==> config.mk <==
export PLATFORM = sky130hd
export DESIGN_NAME = strap_latch_ctrl
export DESIGN_NICKNAME = d
export VERILOG_FILES = /design/src/rtl/strap_latch_pkg.sv /design/src/rtl/strap_sync.sv /design/src/rtl/strap_window_timer.sv /design/src/rtl/strap_capture_ctrl.sv /design/src/rtl/strap_latch_ctrl.sv
export SDC_FILE = /design/constraint.sdc
export NUM_CORES = 1
export LEC_CHECK = 0
export ABC_AREA = 1
export BUFFER_PORTS_ARGS = -buffer_cell sky130_fd_sc_hd__buf_2
export CAP_MARGIN = 40
export CORE_AREA = 2 2 54 56
export CTS_BUF_LIST = sky130_fd_sc_hd__clkbuf_8 sky130_fd_sc_hd__clkbuf_16
export CTS_CLUSTER_DIAMETER = 150
export DETAILED_ROUTE_END_ITERATION = 12
export DIE_AREA = 0 0 56 58
export SYNTH_ARGS = -nofsm -noshare
export SYNTH_HDL_FRONTEND = slang
export SYNTH_SLANG_ARGS = --single-unit
==> constraint.sdc <==
create_clock -name ref_clk -period 2.05 [get_ports ref_clk]
set_input_delay 0.5125 -clock ref_clk [delete_from_list [all_inputs] [get_ports ref_clk]]
set_output_delay 0.5125 -clock ref_clk [all_outputs]
set_load 0.01 [all_outputs]
==> src/rtl/strap_latch_pkg.sv <==
package strap_latch_pkg;

    typedef enum logic [0:0] {
        ST_SAMPLE = 1'b0,
        ST_DRIVE  = 1'b1
    } strap_state_e;

    typedef struct packed {
        strap_state_e state;
        logic         strap;
        logic         done;
        logic         oe;
    } ctrl_regs_t;

    localparam ctrl_regs_t CTRL_RESET = '{state: ST_SAMPLE, strap: 1'b0, done: 1'b0, oe: 1'b0};

endpackage

==> src/rtl/strap_sync.sv <==
module strap_sync #(
    parameter int STAGES = 2
) (
    input  logic clk,
    input  logic rst_n,
    input  logic async_in,
    output logic sync_out
);
    localparam int LAST = STAGES - 1;

    logic [LAST:0] chain_d;
    logic [LAST:0] chain_q;

    always_comb begin
        chain_d[0] = async_in;
    end

    for (genvar s = 1; s < STAGES; s++) begin : g_stage
        always_comb begin
            chain_d[s] = chain_q[s-1];
        end
    end

    always_ff @(posedge clk or negedge rst_n) begin
        if (!rst_n) chain_q <= '0;
        else        chain_q <= chain_d;
    end

    assign sync_out = chain_q[LAST];
endmodule

==> src/rtl/strap_window_timer.sv <==
module strap_window_timer #(
    parameter int WIN_CYCLES = 28636
) (
    input  logic clk,
    input  logic rst_n,
    input  logic run,
    output logic expire
);
    localparam int CW = $clog2(WIN_CYCLES + 1);
    localparam logic [CW-1:0] LAST = CW'(WIN_CYCLES - 1);

    logic [CW-1:0] cnt_d;
    logic [CW-1:0] cnt_q;
    logic          hit;

    always_comb begin
        hit   = (cnt_q == LAST);
        cnt_d = cnt_q;
        if (run && !hit) cnt_d = cnt_q + 1'b1;
    end

    always_ff @(posedge clk or negedge rst_n) begin
        if (!rst_n) cnt_q <= '0;
        else        cnt_q <= cnt_d;
    end

    assign expire = run && hit;
endmodule

==> src/rtl/strap_capture_ctrl.sv <==
module strap_capture_ctrl
    import strap_latch_pkg::*;
(
    input  logic clk,
    input  logic rst_n,
    input  logic sync_lvl,
    input  logic expire,
    output logic run,
    output logic oe,
    output logic strap,
    output logic done
);
    ctrl_regs_t r_d;
    ctrl_regs_t r_q;

    always_comb begin
        r_d = r_q;
        unique case (r_q.state)
            ST_SAMPLE: begin
                if (expire) begin
                    r_d.state = ST_DRIVE;
                    r_d.strap = sync_lvl;
                    r_d.done  = 1'b1;
                    r_d.oe    = 1'b1;
                end
            end
            ST_DRIVE: begin
                r_d = r_q;
            end
            default: r_d = CTRL_RESET;
        endcase
    end

    always_ff @(posedge clk or negedge rst_n) begin
        if (!rst_n) r_q <= CTRL_RESET;
        else        r_q <= r_d;
    end

    assign run   = (r_q.state == ST_SAMPLE);
    assign oe    = r_q.oe;
    assign strap = r_q.strap;
    assign done  = r_q.done;
endmodule

==> src/rtl/strap_latch_ctrl.sv <==
module strap_latch_ctrl #(
    parameter int WIN_CYCLES  = 28636,
    parameter int SYNC_STAGES = 2
) (
    input  logic ref_clk,
    input  logic pwr_good,
    input  logic pad_in,
    input  logic fwd_clk_in,
    output logic pad_oe,
    output logic pad_out,
    output logic strap_bit,
    output logic strap_done,
    output logic sel_48m
);
    logic pad_sync;
    logic timer_run;
    logic timer_expire;
    logic oe_q;
    logic strap_q;
    logic done_q;

    strap_sync #(.STAGES(SYNC_STAGES)) u_sync (
        .clk      (ref_clk),
        .rst_n    (pwr_good),
        .async_in (pad_in),
        .sync_out (pad_sync)
    );

    strap_window_timer #(.WIN_CYCLES(WIN_CYCLES)) u_timer (
        .clk    (ref_clk),
        .rst_n  (pwr_good),
        .run    (timer_run),
        .expire (timer_expire)
    );

    strap_capture_ctrl u_ctrl (
        .clk      (ref_clk),
        .rst_n    (pwr_good),
        .sync_lvl (pad_sync),
        .expire   (timer_expire),
        .run      (timer_run),
        .oe       (oe_q),
        .strap    (strap_q),
        .done     (done_q)
    );

    // Gating may clip the first forwarded pulse; that is accepted.
    assign pad_oe     = oe_q;
    assign pad_out    = fwd_clk_in & oe_q;
    assign strap_bit  = strap_q;
    assign strap_done = done_q;
    assign sel_48m    = done_q & ~strap_q;
endmodule

### Word level (Yosys, flattened, before mapping)

Cells that the tools add are included.

* flip-flop bits (word level): 21
* output and inout bits: 5
* word-level logic and storage cells: 19
* bits of input ports: 4

* mux-type cells: 2
* $add $sub $neg: 1
* bitwise logic cells: 4
* eq/ne operators: 2
* reduce and logical (&&, ||, !) cells: 4

Operators by type and width (count)
* 15-bit by 1-bit adder with 15-bit output, second input constant: 1
* 15-bit == test, second input constant: 1
* 4-bit case mux with 2 select lines: 1
* 4-bit two-way mux: 1
* 1-bit bitwise AND: 2
* 1-bit logical AND: 2
* 2-bit inequality test, second input constant: 1
* 1-bit NOT: 2
* 2-bit AND reduction: 1
* 1-bit zero test: 1

### Longest topological paths before layout

Gate-level depths: netlist of the first run.

* depth after elaboration: 4
* gate-level depth with buffers: 10
* depth with buffers taken out: 8

### By module

From an unflattened synthesis of the first run, not the netlist that was laid out.

* cells, all modules: 168
* area total of the unflattened synthesis: 1191.1 µm²

By module, submodules not included
* strap_window_timer: times used 1, cells an instance 150, area an instance 1004.7 µm²
* strap_capture_ctrl: times used 1, cells an instance 12, area an instance 118.9 µm²
* strap_sync: times used 1, cells an instance 2, area an instance 50.0 µm²
* strap_latch_ctrl: times used 1, cells an instance 4, area an instance 17.5 µm²

### Worst setup path before layout of the first run

Ideal clock, no wire load.

* path kind: register to register
* start point: register u_timer.cnt_q[0]
* end point: register u_timer.cnt_q[14]
* data required time: 1.934 ns
* path buffers: 1
* setup slack: 0.605 ns
* stages on the path, launching flop included: 10
* clock period less this slack: 1.445 ns
* arrival time: 1.328 ns
* cell sequence: dfrtp_1 > ha_1 > nand2_1 > nor2_1 > nand2_1 > nor2_2 > nor2_4 > buf_6 > nand2_1 > nand2_1

* cells in the longest elaborated chain, start to end: 3

RTL lines
* start: declaration: line strap_window_timer.sv:13 `logic [CW-1:0] cnt_q;`
* start signal: assignment: line strap_window_timer.sv:24 `else cnt_q <= cnt_d;`
* parallel branches: the longest is 3 deep, another holds 15-bit by 1-bit adder with 15-bit output

Parallel ways; which one is timed is not known.
A chain may end at the register's enable or synchronous reset.

### Worst setup path in the final report of the first run

* start point: register u_timer.cnt_q[0]
* end point: register u_timer.cnt_q[0]

Same word-level chain as after synthesis.

==> out/metrics.cfg, run 1 <==
[run_status]
status=finished, final reports clean

[synthesis]
synth_largest_area_cell=dfrtp_1
syn_area_sq_um=1160
synthTopCellsByArea=dfrtp_1 43%, nand2_1 26%, nor2_1 5.2%
yosysMostFrequentCell=nand2_1
synthDistinctLibCells=18
synth_top_area_share=0.431
async_flop_share=1.00
synth_cells=163
synthTopCellsByCount=80 x nand2_1, 20 x dfrtp_1, 16 x nor2_1
syn_avg_cell_area_sq_um=7.13
synth-seq-area-share=0.431
synth-main-ff-cell=dfrtp_1
ys_seq_elements=20
ys_warn_count=0
synth.net_count=168
synth_enable_flop_cells=0

[global_routing]
grt_pass1_wl_um=4080
antenna_found_initial=0
grt_pass1_vias=940
gr-total-overflow=0
grt_max_degree=21
grt_usage=0.160

[sta]
final_max_slew_viol_count=0
tns_ns=0
skew_ns=0.00448
rsz0062_at_grt=false
period_minus_slack_ns=1.61
relSlewSlack=0.704
final-hold-violation-count=0
finalWorstSetupSlack_ns=0.438
tightest_slew_ns=0.443
finalSetupViolCount=0
timing.hold.ws_ns=0.186
fin_crit_sh=0.786
max_freq_ghz=0.620

[floorplanning]
die_h_um=58
core_area_sq_um=2660
chipWidth_um=56
initial_utilization=0.437
die-area_sq_um=3250
rows=19
ios=9

[critical_path]
cpMostUsedCell=nand2_1
cp.arrival_ns=1.82
reg2reg_slack_ns=0.44
r2r-end=u_timer.cnt_q[0]
crit_slowest_cell=dfrtp_1
cp_num_buf_inv=0
cp-end-kind=register
crit_cells=7
cp_max_fo=16
crit_chain=ha_1 -> nand2_1 -> nor2_1 -> nand2_1 -> o21ai_4 -> nand2_1 -> nand2_1
timing.rr.start=u_timer.cnt_q[0]
cp.required_ns=2.25
reg2regPathDepth=7
max_stage_delay_ns=0.44
critPathKind=reg2reg
setup.worst_path.start_class=register
cp_top_family=simple AND/OR/NAND/NOR gates

[clock_tree]
cts_tree=built
cts_sinks=20
cts.repair.resized=0
clkLatencyLatePin_ns=0.26
htreeDepth=1
cts_setup_buffers=0
clockBufferDepth=2
cts_made_buffers=3
root_buffer=clkbuf_8
cts.clk_slew.worst_paths_ns=0.08
hold_buffers=0

[routing]
wl_per_cell_um=10.8
drt_pass1_iterations=4
post_drt_via_cell_ratio=4.80
drtIter0Drc=24
routed_wl_um=2180
route.detailed.drc=0
final_antenna_net_count=0
vias=969

[placed_design]
dpl_worst_slack_ns=0.446
hpwl_um=1600
port_buffers=8
gp_congestion=0.833

[min_path]
min_path_type=in2async

[final_layout]
final_net_count=177
post_route_cells_drive_above_1_share=0.111
num_antenna_cells=0
fill_cells=258
final_core_util=0.480
syn_to_final_growth_pct=9.90

[power_and_ir_drop]
ir_worst_vdd_mv=0.453
p_leak_nw=0.645
p_per_area_nw_per_um2=625

[flow_run]
cap_violations=0

[layer usage]
| metal | vias up | track usage | wire, um |
|---|---|---|---|
| met2 | 12 | 0.267 | 1070 |
| met3 | 5 | 0.0313 | 53 |
| met1 | 440 | 0.199 | 1020 |
| li1 | 512 | - | - |
| met4 | 0 | 0.0816 | 42 |
| met5 | - | 0 | 0 |
[cells in the final DEF (no fill, tap or decap)]
cell,count
nor2_4,2
nand3_1,9
clkinv_1,1
xor2_1,5
bufinv_16,1
inv_1,12
clkbuf_8,3
nor2_2,1
o21ai_4,1
ha_1,1
nand4_1,6
nand2_1,80
buf_2,8
xnor2_1,2
nor2_1,16
nand2_2,2
inv_2,1
dfrtp_1,20
[flip-flops by register name, indices dropped and copies added (netlist names)]
register        cells
u_ctrl.r_q          1
u_ctrl.strap        1
u_ctrl.oe           1
u_sync.chain_q      2
u_timer.cnt_q      15
[power breakdown]
group          switching (mW)  leakage (nW)  internal (mW)
Sequential           0.000529         0.260          0.396
Clock                   0.132        0.0357          0.261
Combinational         0.00769         0.349        0.00198
Total                   0.140         0.645          0.659
[per-stage QoR]
step / instances / total power, mW / cell area (sq um)
global placement: 198 / 0.415 / 1210
finish: 202 / 0.799 / 1280
CTS: 202 / 0.814 / 1280
floorplan: 163 / 0.404 / 1160
global route: 202 / 0.823 / 1280
detailed placement: 198 / 0.415 / 1210
[final cells by class]
class | count | area (sq um) | share of cell area
repair buffers | 8 | 40.0 | 0.0313
clock buffers | 3 | 41.3 | 0.0323
well taps | 31 | 38.8 | 0.0304
clock inverters | 1 | 30.0 | 0.0235
flip-flops and latches | 20 | 500 | 0.392
inverters | 14 | 52.6 | 0.0411
multi-input cells | 125 | 574 | 0.450
[worst max-delay path by stage]
stage | start | end
2_1_floorplan | u_timer.cnt_q[0] | u_timer.cnt_q[14]
3_3_place_gp | u_timer.cnt_q[0] | u_timer.cnt_q[13]
3_5_place_dp | u_timer.cnt_q[0] | u_timer.cnt_q[0]
4_1_cts | u_timer.cnt_q[0] | u_timer.cnt_q[0]
5_1_grt | u_timer.cnt_q[0] | u_timer.cnt_q[10]
6_report | u_timer.cnt_q[0] | u_timer.cnt_q[0]
[worst register-to-register path: stages, from the launching register on]
cell and delay [ns]:
dfrtp_1 0.44, ha_1 0.28, nand2_1 0.08, nor2_1 0.10, nand2_1 0.12, o21ai_4 0.36, nand2_1 0.10, nand2_1 0.09
[kinds of logic after synthesis]
family	share of synthesized area
buffers and inverters	0.0753
AO/OA/AOI/OAI	0.0140
flip-flops	0.431
adder cells (fa/ha/maj)	0.0108
AND/OR/NAND/NOR	0.417
XOR/XNOR	0.0527
Power figures use the tool's default switching activity.
==> inputs of run 2 (changes only) <==
--- a/config.mk
+++ b/config.mk
@@ -5,14 +5,14 @@
 export SDC_FILE = /design/constraint.sdc
 export NUM_CORES = 1
 export LEC_CHECK = 0
-export ABC_AREA = 1
+export ABC_AREA = 0
 export BUFFER_PORTS_ARGS = -buffer_cell sky130_fd_sc_hd__buf_2
 export CAP_MARGIN = 40
-export CORE_AREA = 2 2 54 56
+export CORE_AREA = 2 2 48 50
 export CTS_BUF_LIST = sky130_fd_sc_hd__clkbuf_8 sky130_fd_sc_hd__clkbuf_16
 export CTS_CLUSTER_DIAMETER = 150
 export DETAILED_ROUTE_END_ITERATION = 12
-export DIE_AREA = 0 0 56 58
+export DIE_AREA = 0 0 50 52
 export SYNTH_ARGS = -nofsm -noshare
 export SYNTH_HDL_FRONTEND = slang
 export SYNTH_SLANG_ARGS = --single-unit
==> constraint.sdc (replaced) <==
create_clock -name ref_clk -period 1.3 [get_ports ref_clk]
set_input_delay 0.325 -clock ref_clk [delete_from_list [all_inputs] [get_ports ref_clk]]
set_output_delay 0.325 -clock ref_clk [all_outputs]
set_load 0.01 [all_outputs]
==> run 2 against run 1 <==
Effect of this change:
- the flow now finishes with violations (negative setup slack)
- largest cell class is now registers
- critical path type unchanged
- hold slack got worse by 0.17 ns
- area after synthesis decreased by 24%
- sequential power increased by 58%
- setup slack got worse by 0.61 ns
- register-to-register slack got worse by 0.61 ns
- critical path depth decreased by 3
- largest power group unchanged
==> out/metrics.cfg, run 2 <==
[run_status]
status=finished, violations left
violations=negative setup slack

[routing]
post_drt_via_cell_ratio=4.75
routed_wl_um=1590
drt_pass1_iterations=2
wl_per_cell_um=13.0
drtIter0Drc=4
vias=579
final_antenna_net_count=0
route.detailed.drc=0

[synthesis]
synth_top_area_share=0.564
synth-seq-area-share=0.564
yosysMostFrequentCell=dfrtp_1
synthDistinctLibCells=23
synthTopCellsByArea=dfrtp_1 56%, xnor2_1 7.9%, xor2_1 4.9%
synth_cells=64
synth-main-ff-cell=dfrtp_1
synthTopCellsByCount=20 x dfrtp_1, 8 x xnor2_1, 6 x nand3_1
synth.net_count=69
ys_seq_elements=20
synth_enable_flop_cells=0
syn_avg_cell_area_sq_um=13.9
async_flop_share=1.00
syn_area_sq_um=887
synth_largest_area_cell=dfrtp_1
ys_warn_count=0

[floorplanning]
chipWidth_um=50
ios=9
die_h_um=52
initial_utilization=0.421
rows=17
die-area_sq_um=2600
core_area_sq_um=2110

[clock_tree]
root_buffer=clkbuf_8
cts_sinks=20
htreeDepth=1
clkLatencyLatePin_ns=0.25
cts_made_buffers=3
clockBufferDepth=2
cts.clk_slew.worst_paths_ns=0.07
cts_tree=built
hold_buffers=0

[final_layout]
post_route_cells_drive_above_1_share=0.574
top_regs=u_timer.cnt_q x15, u_sync.chain_q x2
final_common_cell=dfrtp_1
final_core_util=0.580
stdcell_area_sq_um=1220
largest_register=u_timer.cnt_q
syn_to_final_growth_pct=37.7
num_antenna_cells=0
final_cell_mix=20 x dfrtp_1, 17 x buf_4, 8 x buf_2
final_net_count=101
fill_cells=173
largest_reg_flops=15

[power_and_ir_drop]
ir_worst_vdd_mv=0.690
total_power_mw=1.03
p_per_area_nw_per_um2=842
p_leak_nw=0.609

[critical_path]
setup.worst_path.start_class=register
cp-end-kind=register
cp_max_fo=3
critPathKind=reg2reg
cp.arrival_ns=1.62
cp.required_ns=1.44

[sta]
tightest_slew_ns=0.450
final-hold-violation-count=0
final_max_slew_viol_count=0
finalSetupViolCount=9
max_freq_ghz=0.677
timing.hold.ws_ns=0.0147
fin_crit_sh=1.14
rsz0062_at_grt=true
relSlewSlack=0.700
period_minus_slack_ns=1.48
skew_ns=0.00165
finalWorstSetupSlack_ns=-0.176

[placed_design]
gp_congestion=0.707
port_buffers=8
hpwl_um=1120
place_area_sq_um=1110
dpl_worst_slack_ns=-0.184

[min_path]
min_path_type=in2async

[global_routing]
grt_usage=0.144
antenna_found_initial=0
grt_max_degree=21
gr-total-overflow=0
grt_pass1_vias=600
grt_pass1_wl_um=2730

[flow_run]
cap_violations=0

run 2: changes by cell type in the layout (fill, tap and decap cells not counted), moves of 3 or more:
| cell | delta |
|---|---|
| and3_4 | +5 |
| buf_4 | +17 |
| buf_6 | +3 |
| inv_1 | -12 |
| nand2_1 | -80 |
| nand3_1 | -8 |
| nand3_2 | +4 |
| nand4_1 | -5 |
| nor2_1 | -16 |
| xnor2_1 | +5 |
run 2: metal layers:
metal  GRT usage  wire (um)  vias up  share of wire
met5           0          0        -              0
met4      0.0694          9        0         0.0057
met3      0.0345         38        2          0.024
met2       0.219        815        5           0.51
met1       0.193        729      288           0.46
li1            -          -      284              -
run 2: logic make-up after synthesis:
| logic type | Yosys count | share of synthesized area |
|---|---|---|
| buffers and inverters | 2 | 0.0127 |
| muxes | 2 | 0.0296 |
| DFF | 20 | 0.564 |
| xor gates and xnor gates | 14 | 0.147 |
| and+or+nand+nor | 24 | 0.202 |
| adders and majority gates | 1 | 0.0141 |
| AOI/OAI and AO/OA | 1 | 0.0310 |
run 2: path summary, 6_finish.rpt:
check | startpoint | end | slack [ns] | depth (start not counted)
min | pwr_good | u_timer.cnt_q[13] | 0.01 | 1
max in group asynchronous | pwr_good | u_timer.cnt_q[6] | 0.98 | 1
max | u_timer.cnt_q[1] | u_timer.cnt_q[1] | -0.18 | 4
min reg2reg | u_sync.chain_q[0] | u_sync.chain_q[1] | 0.35 | 0
min in group ref_clk | pad_in | u_sync.chain_q[0] | 0.18 | 1
max reg2reg | u_timer.cnt_q[1] | u_timer.cnt_q[1] | -0.18 | 4
run 2: worst max-delay path: stages (launching register included):
cell and delay [ns]:
dfrtp_1 0.38, ha_2 0.20, and4b_2 0.23, a41oi_4 0.23, mux2_4 0.32
run 2: cell type report:
cell class	instances	area, sq um	share of cell area
sequential	20	500	0.410
multi-input combinational	42	439	0.360
timing repair buffer	28	201	0.165
clock buffer	3	41.3	0.0338
tap	28	35.0	0.0287
inverter	1	3.75	0.00307
run 2: where the power goes:
group	internal [mW]	switching [mW]	total (mW)
clock network	0.206	0.182	0.387
registers	0.625	0.000748	0.626
logic	0.00319	0.0123	0.0155
total	0.834	0.195	1.03
run 2: through the flow:
stage          cells  TNS [ns]
5_1_grt          122     -1.45
3_5_place_dp     118    -0.455
3_3_place_gp     118    -0.375
6_report         122    -0.797
4_1_cts          122    -0.648
2_1_floorplan     64    -0.323
run 2: what timing repair did:
item	in CTS	in global routing
setup buffers	1	1
setup endpoints to repair	8	14
pin swaps	6	5
gates resized for setup	4	12
==> inputs of run 3 (changes only) <==
--- a/config.mk
+++ b/config.mk
@@ -8,11 +8,12 @@
 export ABC_AREA = 0
 export BUFFER_PORTS_ARGS = -buffer_cell sky130_fd_sc_hd__buf_2
 export CAP_MARGIN = 40
-export CORE_AREA = 2 2 48 50
+export CORE_AREA = 2 2 46 48
 export CTS_BUF_LIST = sky130_fd_sc_hd__clkbuf_8 sky130_fd_sc_hd__clkbuf_16
 export CTS_CLUSTER_DIAMETER = 150
 export DETAILED_ROUTE_END_ITERATION = 12
-export DIE_AREA = 0 0 50 52
+export DIE_AREA = 0 0 48 50
+export PLACE_DENSITY = 0.68
 export SYNTH_ARGS = -nofsm -noshare
 export SYNTH_HDL_FRONTEND = slang
 export SYNTH_SLANG_ARGS = --single-unit
==> run 3 against run 2 <==
Effect of this change:
- the flow still finishes with violations (negative setup slack)
- non-clock buffer count rose by 2
- cell count up 0.82%
- largest cell class unchanged
- highest routed layer unchanged
- sequential share of layout area is 0.084 points lower
- clock skew increased by 0.0051 ns
- maximum frequency fell by 0.86%
- register-to-register slack about the same
- setup slack worse by 0.013 ns
- critical endpoint unchanged
- first-iteration DRC count rose by 50%
- combinational power down 3%
- utilization rose by 6.4 points
==> out/metrics.cfg, run 3 (same netlist as run 2, synthesis figures left out) <==
[run_status]
status=finished, violations left
violations=negative setup slack

[sta]
skew_ns=0.00680
rsz0062_at_grt=true
tns_ns=-0.750
fin_crit_sh=1.15
relSlewSlack=0.710
max_freq_ghz=0.672
finalWorstSetupSlack_ns=-0.189
period_minus_slack_ns=1.49
finalSetupViolCount=10
tightest_slew_ns=0.435
final_max_slew_viol_count=0
final-hold-violation-count=0

[final_layout]
final_core_util=0.643
syn_to_final_growth_pct=37.9
register_area_sq_um=500
final_cell_mix=20 x buf_4, 20 x dfrtp_1, 8 x buf_2
num_antenna_cells=0
instances_no_fill=123
largest_register=u_timer.cnt_q
multi_input_area_sq_um=432
fill_cells=140
final_net_count=103
post_route_cells_drive_above_1_share=0.542
largest_reg_flops=15
top_regs=u_timer.cnt_q x15, u_sync.chain_q x2

[critical_path]
reg2regPathDepth=4
crit_chain=ha_4 -> and4b_2 -> a41oi_4 -> mux2_4
r2r-end=u_timer.cnt_q[1]
reg2reg_slack_ns=-0.19
setup.worst_path.start_class=register
critPathKind=reg2reg
cp_max_fo=3
timing.rr.start=u_timer.cnt_q[0]
cp.arrival_ns=1.63
cp-end-kind=register
max_stage_delay_ns=0.41
cp.required_ns=1.44
crit_slowest_cell=dfrtp_1

[clock_tree]
htreeDepth=1
root_buffer=clkbuf_8
clockBufferDepth=2
cts.clk_slew.worst_paths_ns=0.07
clkLatencyLatePin_ns=0.25
cts_made_buffers=3
cts_sinks=20
cts_tree=built

[global_routing]
grt_pass1_vias=592
grt_pass1_wl_um=2560
grt_max_degree=21
antenna_found_initial=0
gr-total-overflow=0
grt_usage=0.152

[floorplanning]
die-area_sq_um=2400
core_area_sq_um=1900
rows=16
ios=9
die_h_um=50
initial_utilization=0.466
chipWidth_um=48

[power_and_ir_drop]
p_leak_nw=0.620
p_per_area_nw_per_um2=842
ir_worst_vdd_mv=0.478

[placed_design]
dp_cells=116
hpwl_um=1160
port_buffers=8
gp_congestion=0.770

[min_path]
min_path_type=in2async

[flow_run]
cap_violations=0

[routing]
route.detailed.drc=0
final_antenna_net_count=0
vias=574
post_drt_via_cell_ratio=4.67
routed_wl_um=1560
drtIter0Drc=6
wl_per_cell_um=12.7
drt_pass1_iterations=3

## run 3: worst max-delay path by stage
stage / to / slack [ns] / startpoint / cells after the start
after floorplan: u_ctrl.strap / -0.15 / u_timer.cnt_q[0] / 5
after global placement: u_ctrl.strap / -0.14 / u_timer.cnt_q[1] / 5
after detailed placement: u_ctrl.strap / -0.21 / u_timer.cnt_q[1] / 5
after CTS: u_ctrl.strap / -0.18 / u_timer.cnt_q[1] / 5
after global routing: u_ctrl.strap / -0.27 / u_timer.cnt_q[1] / 5
final: u_timer.cnt_q[1] / -0.19 / u_timer.cnt_q[0] / 4
## run 3: cell type report
class | instances | share of cell area
sequential | 20 | 0.409
inverter | 1 | 0.00307
clock buffer | 3 | 0.0337
tap | 27 | 0.0276
multi-input combinational | 42 | 0.353
timing repair buffer | 30 | 0.174
## run 3: critical path: cells and delay by family (launching register included)
kind / cells / cell delay (ns)
and+or+nand+nor: 1 / 0.23
muxes: 1 / 0.32
AOI/OAI and AO/OA: 1 / 0.23
adders and majority gates: 1 / 0.18
DFF: 1 / 0.41
## run 3: metal layers
layer / wire, um / GRT usage / part of all wire
met3: 37 / 0.0440 / 0.024
met4: 17 / 0.0541 / 0.011
met2: 773 / 0.227 / 0.50
met5: 0 / 0 / 0
met1: 732 / 0.206 / 0.47
## run 3: stage by stage
stage	setup WS, ns	total power [mW]	instance area [sq um]	hold slack (ns)
2_1_floorplan	-0.150	0.638	898	0.0294
3_3_place_gp	-0.144	0.654	1100	0.289
3_5_place_dp	-0.213	0.655	1100	0.294
4_1_cts	-0.185	1.05	1160	0.0163
5_1_grt	-0.268	1.07	1220	0.0519
6_report	-0.189	1.03	1220	0.00155
## run 3: repair_timing
item / in CTS / in global routing
resized for setup: 5 / 7
hold buffers: 0 / 0
setup buffers: 1 / 4
endpoints found under the setup margin: 10 / 16
pin swaps: 5 / 9
## run 3: report_power, final
part	switching [mW]	internal, mW	leakage, nW
logic	0.0119	0.00319	0.338
registers	0.00122	0.625	0.260
clock network	0.183	0.206	0.0216
